**src/rtl/boot_ldr_pkg.sv**
```systemverilog
package boot_ldr_pkg;

    localparam int WORD_W         = 32;
    localparam int BYTE_W         = 8;
    localparam int BYTES_PER_WORD = WORD_W / BYTE_W;
    localparam int HDR_WORDS      = 6;
    localparam int HDR_IW         = $clog2(HDR_WORDS);
    localparam int SPEED_SLOT     = 0;
    localparam int ENTRY_SLOT     = 4;

    localparam logic [WORD_W-1:0] SPD_HALF = 32'h0000_3779;
    localparam logic [WORD_W-1:0] SPD_FULL = 32'h0000_377D;

    typedef enum logic [2:0] {
        PS_HDR,
        PS_LEN,
        PS_DST,
        PS_DATA,
        PS_DONE,
        PS_FAIL
    } parse_st_e;

    typedef struct packed {
        logic [WORD_W-1:0] addr;
        logic [WORD_W-1:0] data;
    } mem_wr_t;

    function automatic logic speed_legal(input logic [WORD_W-1:0] w);
        return (w == SPD_HALF) || (w == SPD_FULL);
    endfunction

endpackage

```
**src/rtl/boot_chan_arb.sv**
```systemverilog
module boot_chan_arb
    import boot_ldr_pkg::*;
#(
    parameter int NCH   = 6,
    parameter int IDX_W = (NCH > 1) ? $clog2(NCH) : 1
) (
    input  logic                  clk,
    input  logic                  rst,
    input  logic [NCH-1:0]        ch_valid,
    input  logic [NCH*BYTE_W-1:0] ch_data,
    output logic [NCH-1:0]        ch_ready,
    output logic                  dn_valid,
    output logic [BYTE_W-1:0]     dn_data,
    input  logic                  dn_ready
);

    logic             locked_q;
    logic [IDX_W-1:0] sel_q;
    logic [IDX_W-1:0] pick;
    logic             any_valid;
    logic [IDX_W-1:0] idx;

    always_comb begin
        pick      = '0;
        any_valid = 1'b0;
        for (int i = NCH - 1; i >= 0; i--) begin
            if (ch_valid[i]) begin
                pick      = IDX_W'(i);
                any_valid = 1'b1;
            end
        end
    end

    assign idx      = locked_q ? sel_q : pick;
    assign dn_valid = locked_q ? ch_valid[idx] : any_valid;
    assign dn_data  = ch_data[idx*BYTE_W +: BYTE_W];

    always_comb begin
        for (int i = 0; i < NCH; i++) begin
            ch_ready[i] = (locked_q || any_valid) && (idx == IDX_W'(i)) && dn_ready;
        end
    end

    always_ff @(posedge clk) begin
        if (rst) begin
            locked_q <= 1'b0;
            sel_q    <= '0;
        end else if (!locked_q && any_valid) begin
            locked_q <= 1'b1;
            sel_q    <= pick;
        end
    end


    lock_sticky_chk: assert property (@(posedge clk) disable iff (rst)
        locked_q |=> (locked_q && $stable(sel_q)));


    single_ready_chk: assert property (@(posedge clk) disable iff (rst)
        $onehot0(ch_ready));

endmodule

```
**src/rtl/boot_word_pack.sv**
```systemverilog
module boot_word_pack
    import boot_ldr_pkg::*;
#(
    parameter int NBYTES = BYTES_PER_WORD,
    parameter int CNT_W  = $clog2(NBYTES)
) (
    input  logic                     clk,
    input  logic                     rst,
    input  logic                     in_valid,
    input  logic [BYTE_W-1:0]        in_data,
    output logic                     in_ready,
    output logic                     out_valid,
    output logic [NBYTES*BYTE_W-1:0] out_word,
    input  logic                     out_ready
);

    logic [CNT_W-1:0]         cnt_q;
    logic [NBYTES*BYTE_W-1:0] shreg_q;
    logic                     full_q;

    assign in_ready  = !full_q;
    assign out_valid = full_q;
    assign out_word  = shreg_q;

    always_ff @(posedge clk) begin
        if (rst) begin
            cnt_q   <= '0;
            shreg_q <= '0;
            full_q  <= 1'b0;
        end else begin
            if (full_q && out_ready) begin
                full_q <= 1'b0;
            end
            if (in_valid && !full_q) begin
                shreg_q[cnt_q*BYTE_W +: BYTE_W] <= in_data;
                cnt_q <= cnt_q + 1'b1;
                if (cnt_q == CNT_W'(NBYTES - 1)) begin
                    full_q <= 1'b1;
                end
            end
        end
    end


    word_hold_chk: assert property (@(posedge clk) disable iff (rst)
        (full_q && !out_ready) |=> (full_q && $stable(out_word)));

endmodule

```
**src/rtl/boot_stream_parser.sv**
```systemverilog
module boot_stream_parser
    import boot_ldr_pkg::*;
(
    input  logic              clk,
    input  logic              rst,
    input  logic              w_valid,
    input  logic [WORD_W-1:0] w_word,
    output logic              w_ready,
    output logic              mem_valid,
    output logic [WORD_W-1:0] mem_addr,
    output logic [WORD_W-1:0] mem_data,
    input  logic              mem_ready,
    output logic              done,
    output logic              error,
    output logic [WORD_W-1:0] start_addr,
    output logic              speed_full
);

    parse_st_e         st_q;
    logic [HDR_IW-1:0] hdr_idx_q;
    logic [WORD_W-3:0] remain_q;
    logic [WORD_W-1:0] cur_addr_q;
    mem_wr_t           wr_q;
    logic              wr_vld_q;
    logic              done_q;
    logic              take;
    logic              hdr_bad;

    assign w_ready    = (st_q inside {PS_HDR, PS_LEN, PS_DST, PS_DATA}) && !wr_vld_q;
    assign take       = w_valid && w_ready;
    assign mem_valid  = wr_vld_q;
    assign mem_addr   = wr_q.addr;
    assign mem_data   = wr_q.data;
    assign done       = done_q;
    assign error      = (st_q == PS_FAIL);

    always_comb begin
        if (hdr_idx_q == HDR_IW'(SPEED_SLOT)) begin
            hdr_bad = !speed_legal(w_word);
        end else if (hdr_idx_q == HDR_IW'(ENTRY_SLOT)) begin
            hdr_bad = 1'b0;
        end else begin
            hdr_bad = (w_word != '0);
        end
    end

    always_ff @(posedge clk) begin
        if (rst) begin
            st_q       <= PS_HDR;
            hdr_idx_q  <= '0;
            remain_q   <= '0;
            cur_addr_q <= '0;
            wr_q       <= '0;
            wr_vld_q   <= 1'b0;
            done_q     <= 1'b0;
            start_addr <= '0;
            speed_full <= 1'b0;
        end else begin
            done_q <= 1'b0;
            if (wr_vld_q && mem_ready) begin
                wr_vld_q <= 1'b0;
            end
            if (take) begin
                unique case (st_q)
                    PS_HDR: begin
                        if (hdr_bad) begin
                            st_q <= PS_FAIL;
                        end else begin
                            if (hdr_idx_q == HDR_IW'(SPEED_SLOT)) begin
                                speed_full <= (w_word == SPD_FULL);
                            end
                            if (hdr_idx_q == HDR_IW'(ENTRY_SLOT)) begin
                                start_addr <= w_word;
                            end
                            if (hdr_idx_q == HDR_IW'(HDR_WORDS - 1)) begin
                                st_q <= PS_LEN;
                            end
                            hdr_idx_q <= hdr_idx_q + 1'b1;
                        end
                    end
                    PS_LEN: begin
                        if (w_word == '0) begin
                            done_q <= 1'b1;
                            st_q   <= PS_DONE;
                        end else begin
                            remain_q <= w_word[WORD_W-1:2];
                            st_q     <= PS_DST;
                        end
                    end
                    PS_DST: begin
                        cur_addr_q <= w_word;
                        st_q       <= (remain_q == '0) ? PS_LEN : PS_DATA;
                    end
                    PS_DATA: begin
                        wr_vld_q   <= 1'b1;
                        wr_q.addr  <= cur_addr_q;
                        wr_q.data  <= w_word;
                        cur_addr_q <= cur_addr_q + WORD_W'(BYTES_PER_WORD);
                        remain_q   <= remain_q - 1'b1;
                        if (remain_q == (WORD_W-2)'(1)) begin
                            st_q <= PS_LEN;
                        end
                    end
                    default: st_q <= st_q;
                endcase
            end
        end
    end


    wr_hold_chk: assert property (@(posedge clk) disable iff (rst)
        (mem_valid && !mem_ready) |=> (mem_valid && $stable(mem_addr) && $stable(mem_data)));


    done_pulse_chk: assert property (@(posedge clk) disable iff (rst)
        done |=> !done);


    err_sticky_chk: assert property (@(posedge clk) disable iff (rst)
        error |=> (error && !done));

endmodule

```
**src/rtl/boot_stream_loader.sv**
```systemverilog
module boot_stream_loader
    import boot_ldr_pkg::*;
#(
    parameter int NCH = 6
) (
    input  logic                  clk,
    input  logic                  rst,
    input  logic [NCH-1:0]        ch_valid,
    input  logic [NCH*BYTE_W-1:0] ch_data,
    output logic [NCH-1:0]        ch_ready,
    output logic                  mem_valid,
    output logic [WORD_W-1:0]     mem_addr,
    output logic [WORD_W-1:0]     mem_data,
    input  logic                  mem_ready,
    output logic                  done,
    output logic                  error,
    output logic [WORD_W-1:0]     start_addr,
    output logic                  speed_full
);

    logic              sel_valid;
    logic [BYTE_W-1:0] sel_data;
    logic              sel_ready;
    logic              pk_in_ready;
    logic              wd_valid;
    logic [WORD_W-1:0] wd_word;
    logic              wd_ready;

    // the stream advances only while the parser is open for a new word
    assign sel_ready = pk_in_ready && wd_ready;

    boot_chan_arb #(.NCH(NCH)) u_arb (
        .clk      (clk),
        .rst      (rst),
        .ch_valid (ch_valid),
        .ch_data  (ch_data),
        .ch_ready (ch_ready),
        .dn_valid (sel_valid),
        .dn_data  (sel_data),
        .dn_ready (sel_ready)
    );

    boot_word_pack u_pack (
        .clk       (clk),
        .rst       (rst),
        .in_valid  (sel_valid && wd_ready),
        .in_data   (sel_data),
        .in_ready  (pk_in_ready),
        .out_valid (wd_valid),
        .out_word  (wd_word),
        .out_ready (wd_ready)
    );

    boot_stream_parser u_parse (
        .clk        (clk),
        .rst        (rst),
        .w_valid    (wd_valid),
        .w_word     (wd_word),
        .w_ready    (wd_ready),
        .mem_valid  (mem_valid),
        .mem_addr   (mem_addr),
        .mem_data   (mem_data),
        .mem_ready  (mem_ready),
        .done       (done),
        .error      (error),
        .start_addr (start_addr),
        .speed_full (speed_full)
    );


    stall_backpressure_chk: assert property (@(posedge clk) disable iff (rst)
        (mem_valid && !mem_ready) |-> (ch_ready == '0));


    quiet_after_done_chk: assert property (@(posedge clk) disable iff (rst)
        done |=> ((ch_ready == '0) && !mem_valid));

endmodule

```
**config.mk**
```make
export PLATFORM = sky130hd
export DESIGN_NAME = boot_stream_loader
export DESIGN_NICKNAME = d
export VERILOG_FILES = /design/src/rtl/boot_ldr_pkg.sv /design/src/rtl/boot_chan_arb.sv /design/src/rtl/boot_word_pack.sv /design/src/rtl/boot_stream_parser.sv /design/src/rtl/boot_stream_loader.sv
export SDC_FILE = /design/constraint.sdc
export NUM_CORES = 1
export LEC_CHECK = 0
export BUFFER_PORTS_ARGS = -buffer_cell sky130_fd_sc_hd__buf_2
export CAP_MARGIN = 30
export CORE_ASPECT_RATIO = 2
export CORE_MARGIN = 2
export CORE_UTILIZATION = 37
export DETAILED_ROUTE_END_ITERATION = 12
export PLACE_DENSITY_LB_ADDON = 0.3
export SLEW_MARGIN = 20
export SYNTH_ARGS = -nofsm -noshare
export SYNTH_HDL_FRONTEND = slang
export SYNTH_SLANG_ARGS = --single-unit
```
**constraint.sdc**
```tcl
create_clock -name clk -period 5.9 [get_ports clk]
set_input_delay 0.59 -clock clk [delete_from_list [all_inputs] [get_ports clk]]
set_output_delay 0.59 -clock clk [all_outputs]
set_load 0.02 [all_outputs]
```
== Yosys cells after proc, flatten, opt, wreduce, memory -nomap -nowiden ==
Cells that the tools add are included.

* Bits in registers: 206
* Output and inout port bits: 106
* Word-level logic and storage cells: 122

* Eq/ne operators: 18
* Reductions and logical operators: 42
* Add/subtract/negate cells: 5
* Shift operators: 3
* Multiplexer cells: 35
* $lt $le $gt $ge: 1
* Bitwise operators: 3

{| class="wikitable"
|+ Operators by type and width
! kind !! number
|-
| == test 32 x 14 -> 1 bit, second input constant || 2
|-
| case mux 32 bit (2 select lines) || 1
|-
| case mux 30 bit (2 select lines) || 1
|-
| variable part select 48 x 7 -> 8 bit || 1
|-
| negator 5 -> 34 bit || 1
|-
| variable shift 8 x 34 -> 32 bit, first input constant || 1
|-
| variable part select 8 x 34 -> 32 bit || 1
|-
| two-way mux 3 bit || 11
|-
| adder 32 x 3 -> 32 bit, second input constant || 1
|-
| bitwise mux 32 bit || 1
|-
| logical NOT 32 bit || 1
|-
| nonzero test 32 bit || 1
|-
| == test 30 x 1 -> 1 bit, second input constant || 1
|-
| logical NOT 30 bit || 1
|-
| two-way mux 30 bit || 1
|-
| subtractor 30 x 1 -> 30 bit, second input constant || 1
|-
| logical AND 1 bit || 19
|-
| two-way mux 1 bit || 17
|-
| == test 3 bit, second input constant || 5
|-
| == test 3 x 2 -> 1 bit, second input constant || 4
|-
| case mux 3 bit (4 select lines) || 1
|-
| AND reduction 4 bit || 3
|-
| logical NOT 3 bit || 3
|-
| == test 3 x 1 -> 1 bit, second input constant || 2
|-
| 16 further kinds || 26
|}

== Depth between registers and ports, before layout ==
* Depth in word-level cells: 13
* Depth in mapped cells: 9
* Mapped depth without buffers: 8

== Modules after synthesis ==
A second synthesis with hierarchy kept.

* Cells, all modules: 1,333
* Area total of the unflattened synthesis: 10,178.5 sq um

{| class="wikitable"
|+ Modules (own cells, without submodules)
! module !! seq. area each (sq um) !! area each (sq um) !! times used !! cells an instance
|-
| boot_stream_parser || 3,343.2 || 7,837.5 || 1 || 1,050
|-
| boot_word_pack || 700.7 || 1,512.7 || 1 || 172
|-
| boot_chan_arb || 80.1 || 815.8 || 1 || 109
|-
| boot_stream_loader || 0.0 || 12.5 || 1 || 2
|}

== Worst setup path before layout ==
No wires, ideal clock.

* Path kind: input-to-output
* Start: input port ch_valid[3]
* End: output port ch_ready[0]
* Buffers on the path: 2
* Arrival: 2.007 ns
* Stages on the path: 5
* Slack: 3.303 ns
* Cells stage by stage: buf_2 o311ai_2 clkbuf_1 nand2_1 nor2_1

* Cells in the longest elaborated chain, start to end: 8
* Elaborated cells between the ends (all ways): 13
* Those cells by class: 9 x mux; 4 x reduce/logical

{| class="wikitable"
|+ RTL lines
! item !! line !! text
|-
| start: declaration || boot_stream_loader.sv:8 || <nowiki>input logic [NCH-1:0] ch_valid,</nowiki>
|-
| two-way mux 3 bit (4 in a row) || boot_chan_arb.sv:27 || <nowiki>if (ch_valid[i]) begin</nowiki>
|-
| two-way mux 3 bit || boot_chan_arb.sv:34 || <nowiki>assign idx = locked_q ? sel_q : pick;</nowiki>
|-
| logical NOT 3 bit || boot_chan_arb.sv:40 || <nowiki>ch_ready[i] = (locked_q || any_valid) && (idx == IDX_W'(i)) && dn_ready;</nowiki>
|-
| logical AND 1 bit * (2 in a row) || boot_chan_arb.sv:40 ||
|-
| end: declaration || boot_stream_loader.sv:10 || <nowiki>output logic [NCH-1:0] ch_ready,</nowiki>
|}

Mark *: on every way between the ends. The rest lies on a longest branch, timed or not.

== Worst setup path in the final report ==
* Start: register u_arb.locked_q
* End: output port ch_ready[1]

* Cells in the longest elaborated chain, start to end: 4
* Elaborated cells between the ends (all ways): 5
* Those cells by class: 1 x eq/ne; 1 x mux; 3 x reduce/logical

{| class="wikitable"
|+ RTL lines
! item !! line !! text
|-
| start: declaration || boot_chan_arb.sv:17 || <nowiki>logic locked_q;</nowiki>
|-
| start signal: assignment || boot_chan_arb.sv:46 || <nowiki>locked_q <= 1'b0;</nowiki>
|-
| start signal: assignment || boot_chan_arb.sv:49 || <nowiki>locked_q <= 1'b1;</nowiki>
|-
| two-way mux 3 bit || boot_chan_arb.sv:34 ||
|-
| == test 3 x 1 -> 1 bit || boot_chan_arb.sv:40 ||
|-
| logical AND 1 bit * (2 in a row) || boot_chan_arb.sv:40 ||
|}

Marked as above.

==> results.toml <==
[cts]
post_cts_buffers = 0
ctsRootBufferMaster = "clkbuf_16"
cts_buffers = 19
cts.path.max_buffers = 3
clk_latency_ns = 0.50
clock-sinks = 206
cts_resized = 0
cts.htree.levels = 1
cts_tree = "built"
hold_buffers = 0
clk_pin_slew_ns = 0.07

[routing]
drt_iter0_markers = 692
wl_per_cell_um = 18.6
first_pass_iters = 5
routed_wl_um = 32600
via_count = 9880
routed_via_density = 5.66
drc = 0
ant_nets = 0

[status]
status = "finished, final reports clean"

[finish]
mostFrequentLayoutCell = "nand2_1"
nets = 1461
fin_area_um2 = 11500
antenna_cells = 0
mostFrequentLayoutCells = "nand2_1 (256), dfxtp_1 (206), a21oi_1 (167), buf_2 (161), nor2_1 (86)"
drive_gt1_share_pct = 16.5
fin_cells = 1747
final_util_pct = 43.8
area_delta_synth_final_pct = 17.1

[run]
drv_cap = 0

[sta]
hold_ws_ns = 0.360
worst_pin_slew_ns = 1.01
rsz0062_at_grt = "false"
finalClockSkew_ns = 0.00791
finalCritPeriodShare_pct = 49.9
worst_slack_ns = 2.96
drv_slew = 0
max_slew_margin_pct = 32.3
final.min_clock_period_ns = 2.94
setup_tns_ns = 0
hold_viol_final = 0
finalSetupViolations = 0
max_freq_ghz = 0.340

[synthesis]
syn_area_um2 = 9780
ys_seq_area_share_pct = 42.2
synthTopCellsByArea = "dfxtp_1 (42%), nand2_1 (9.9%), a21oi_1 (8.5%)"
synth_cells = 1283
synth_seq_cells = 206
ys_warn_count = 0
synth_ff_type = "dfxtp_1"
ys_types = 75
synth_edf_count = 0
yosys.area.top_type = "dfxtp_1"
synth_top_area_share_pct = 42.2
syn_nets = 1352
synth.avg_cell_area_um2 = 7.62
ys_async_sr_fraction_pct = 0

[global_routing]
grt_pass1_vias = 9209
grt_pass1_wl_um = 50100
grt-ovfl-total = 0
grt_max_degree = 66
grt_usage_pct = 22.6
antenna_found_initial = 0

[floorplanning]
core_area_um2 = 26200
die_w_um = 119
ios = 163
initial_core_util_pct = 37.4
die_y_um = 234
die_area_um2 = 27800
rows = 84

[setup_path]
cp_max_fo = 20
start_kind = "flop"
worstPathRequired_ns = 5.31
arrival_ns = 2.35
crit_type = "reg -> out"
critPathCaptureType = "output pin"

[power]
peakVddDrop_uv = 152
cellPowerDensity_nw_per_um2 = 260
cellLeakagePower_nw = 4.14
power.total_mw = 2.98

[placed_design]
dp_slack_ns = 2.91
portBuffers = 162
dp.final_hpwl_um = 23200
dp_cells = 1715
placed_cell_area_um2 = 10800
gp_congestion = 0.919

[min_path]
hold_class = "in -> reg"
## layer usage
| layer | track usage [%] | up-vias | wire length, µm |
|---|---|---|---|
| met5 | 0 | - | 0 |
| li1 | - | 4809 | - |
| met4 | 15.6 | 0 | 2230 |
| met1 | 23.4 | 4596 | 11600 |
| met2 | 41.7 | 356 | 16900 |
| met3 | 3.04 | 119 | 1830 |
## state kept, by name, summed over array words and instances (netlist names)
register and flops:
u_parse.mem_data 32, u_pack.cnt_q 2, u_arb.locked_q 1, u_parse.start_addr 32, u_pack.out_valid 1, u_parse.hdr_idx_q 3, u_arb.sel_q 3, u_pack.out_word 32
u_parse.cur_addr_q 32, u_parse.mem_valid 1, u_parse.speed_full 1, u_parse.done 1, u_parse.st_q 3, u_parse.mem_addr 32, u_parse.remain_q 30
## cells in the mapped netlist (all sizes together), types with 4 or more instances
cell type / instances
and3: 12
a21o: 9
a311oi: 4
nand4: 12
o21ai: 72
a22o: 4
clkbuf: 68
o31ai: 9
nor3: 30
nor2: 90
o22ai: 47
a22oi: 13
a21oi: 167
o221ai: 9
o32ai: 4
nand3: 43
dfxtp: 206
and2: 5
or4: 7
nand2b: 7
inv: 51
buf: 17
a31oi: 21
a2111oi: 6
a211oi: 23
nor4: 15
nand2: 257
ha: 12
or3: 7
## where the power goes
part           internal (mW)  switching, mW  leakage (nW)  total (mW)
combinational         0.0758          0.137          2.17       0.213
sequential              1.40         0.0445          1.66        1.45
clock                  0.776          0.540         0.318        1.32
## worst paths after layout
check                  startpoint                      to  slack (ns)  cells after the start
max reg2reg       u_parse.st_q[0]  u_parse.cur_addr_q[25]        3.03                      6
max                u_arb.locked_q             ch_ready[1]        2.96                      5
min reg2reg  u_parse.mem_addr[16]    u_parse.mem_addr[16]        0.45                      2
min                     mem_ready       u_parse.mem_valid        0.36                      3
## layout make-up
cell class	count	area, µm²
Clock buffer	27	546
Clock inverter	5	104
Fill cell	2679	14700
Inverter	52	195
Multi-Input combinational cell	940	5160
Sequential cell	206	4120
Tap cell	344	430
Timing Repair Buffer	173	896
## logic make-up after synthesis
group / count (synthesis) / synth area share [%]
simple gates: 505 / 23.6
mux: 3 / 0.307
fa+ha+maj: 12 / 1.54
xor+xnor: 2 / 0.179
buf+inv: 137 / 5.41
compound gates: 418 / 26.8
flops: 206 / 42.2
## critical path, cell delays in order (launching register included)
cell and delay [ns]:
dfxtp_1 0.49, nor2_1 0.30, o311a_1 0.61, nor2_1 0.14, nor2_1 0.13, buf_2 0.17
(Power assumes the default switching activity.)
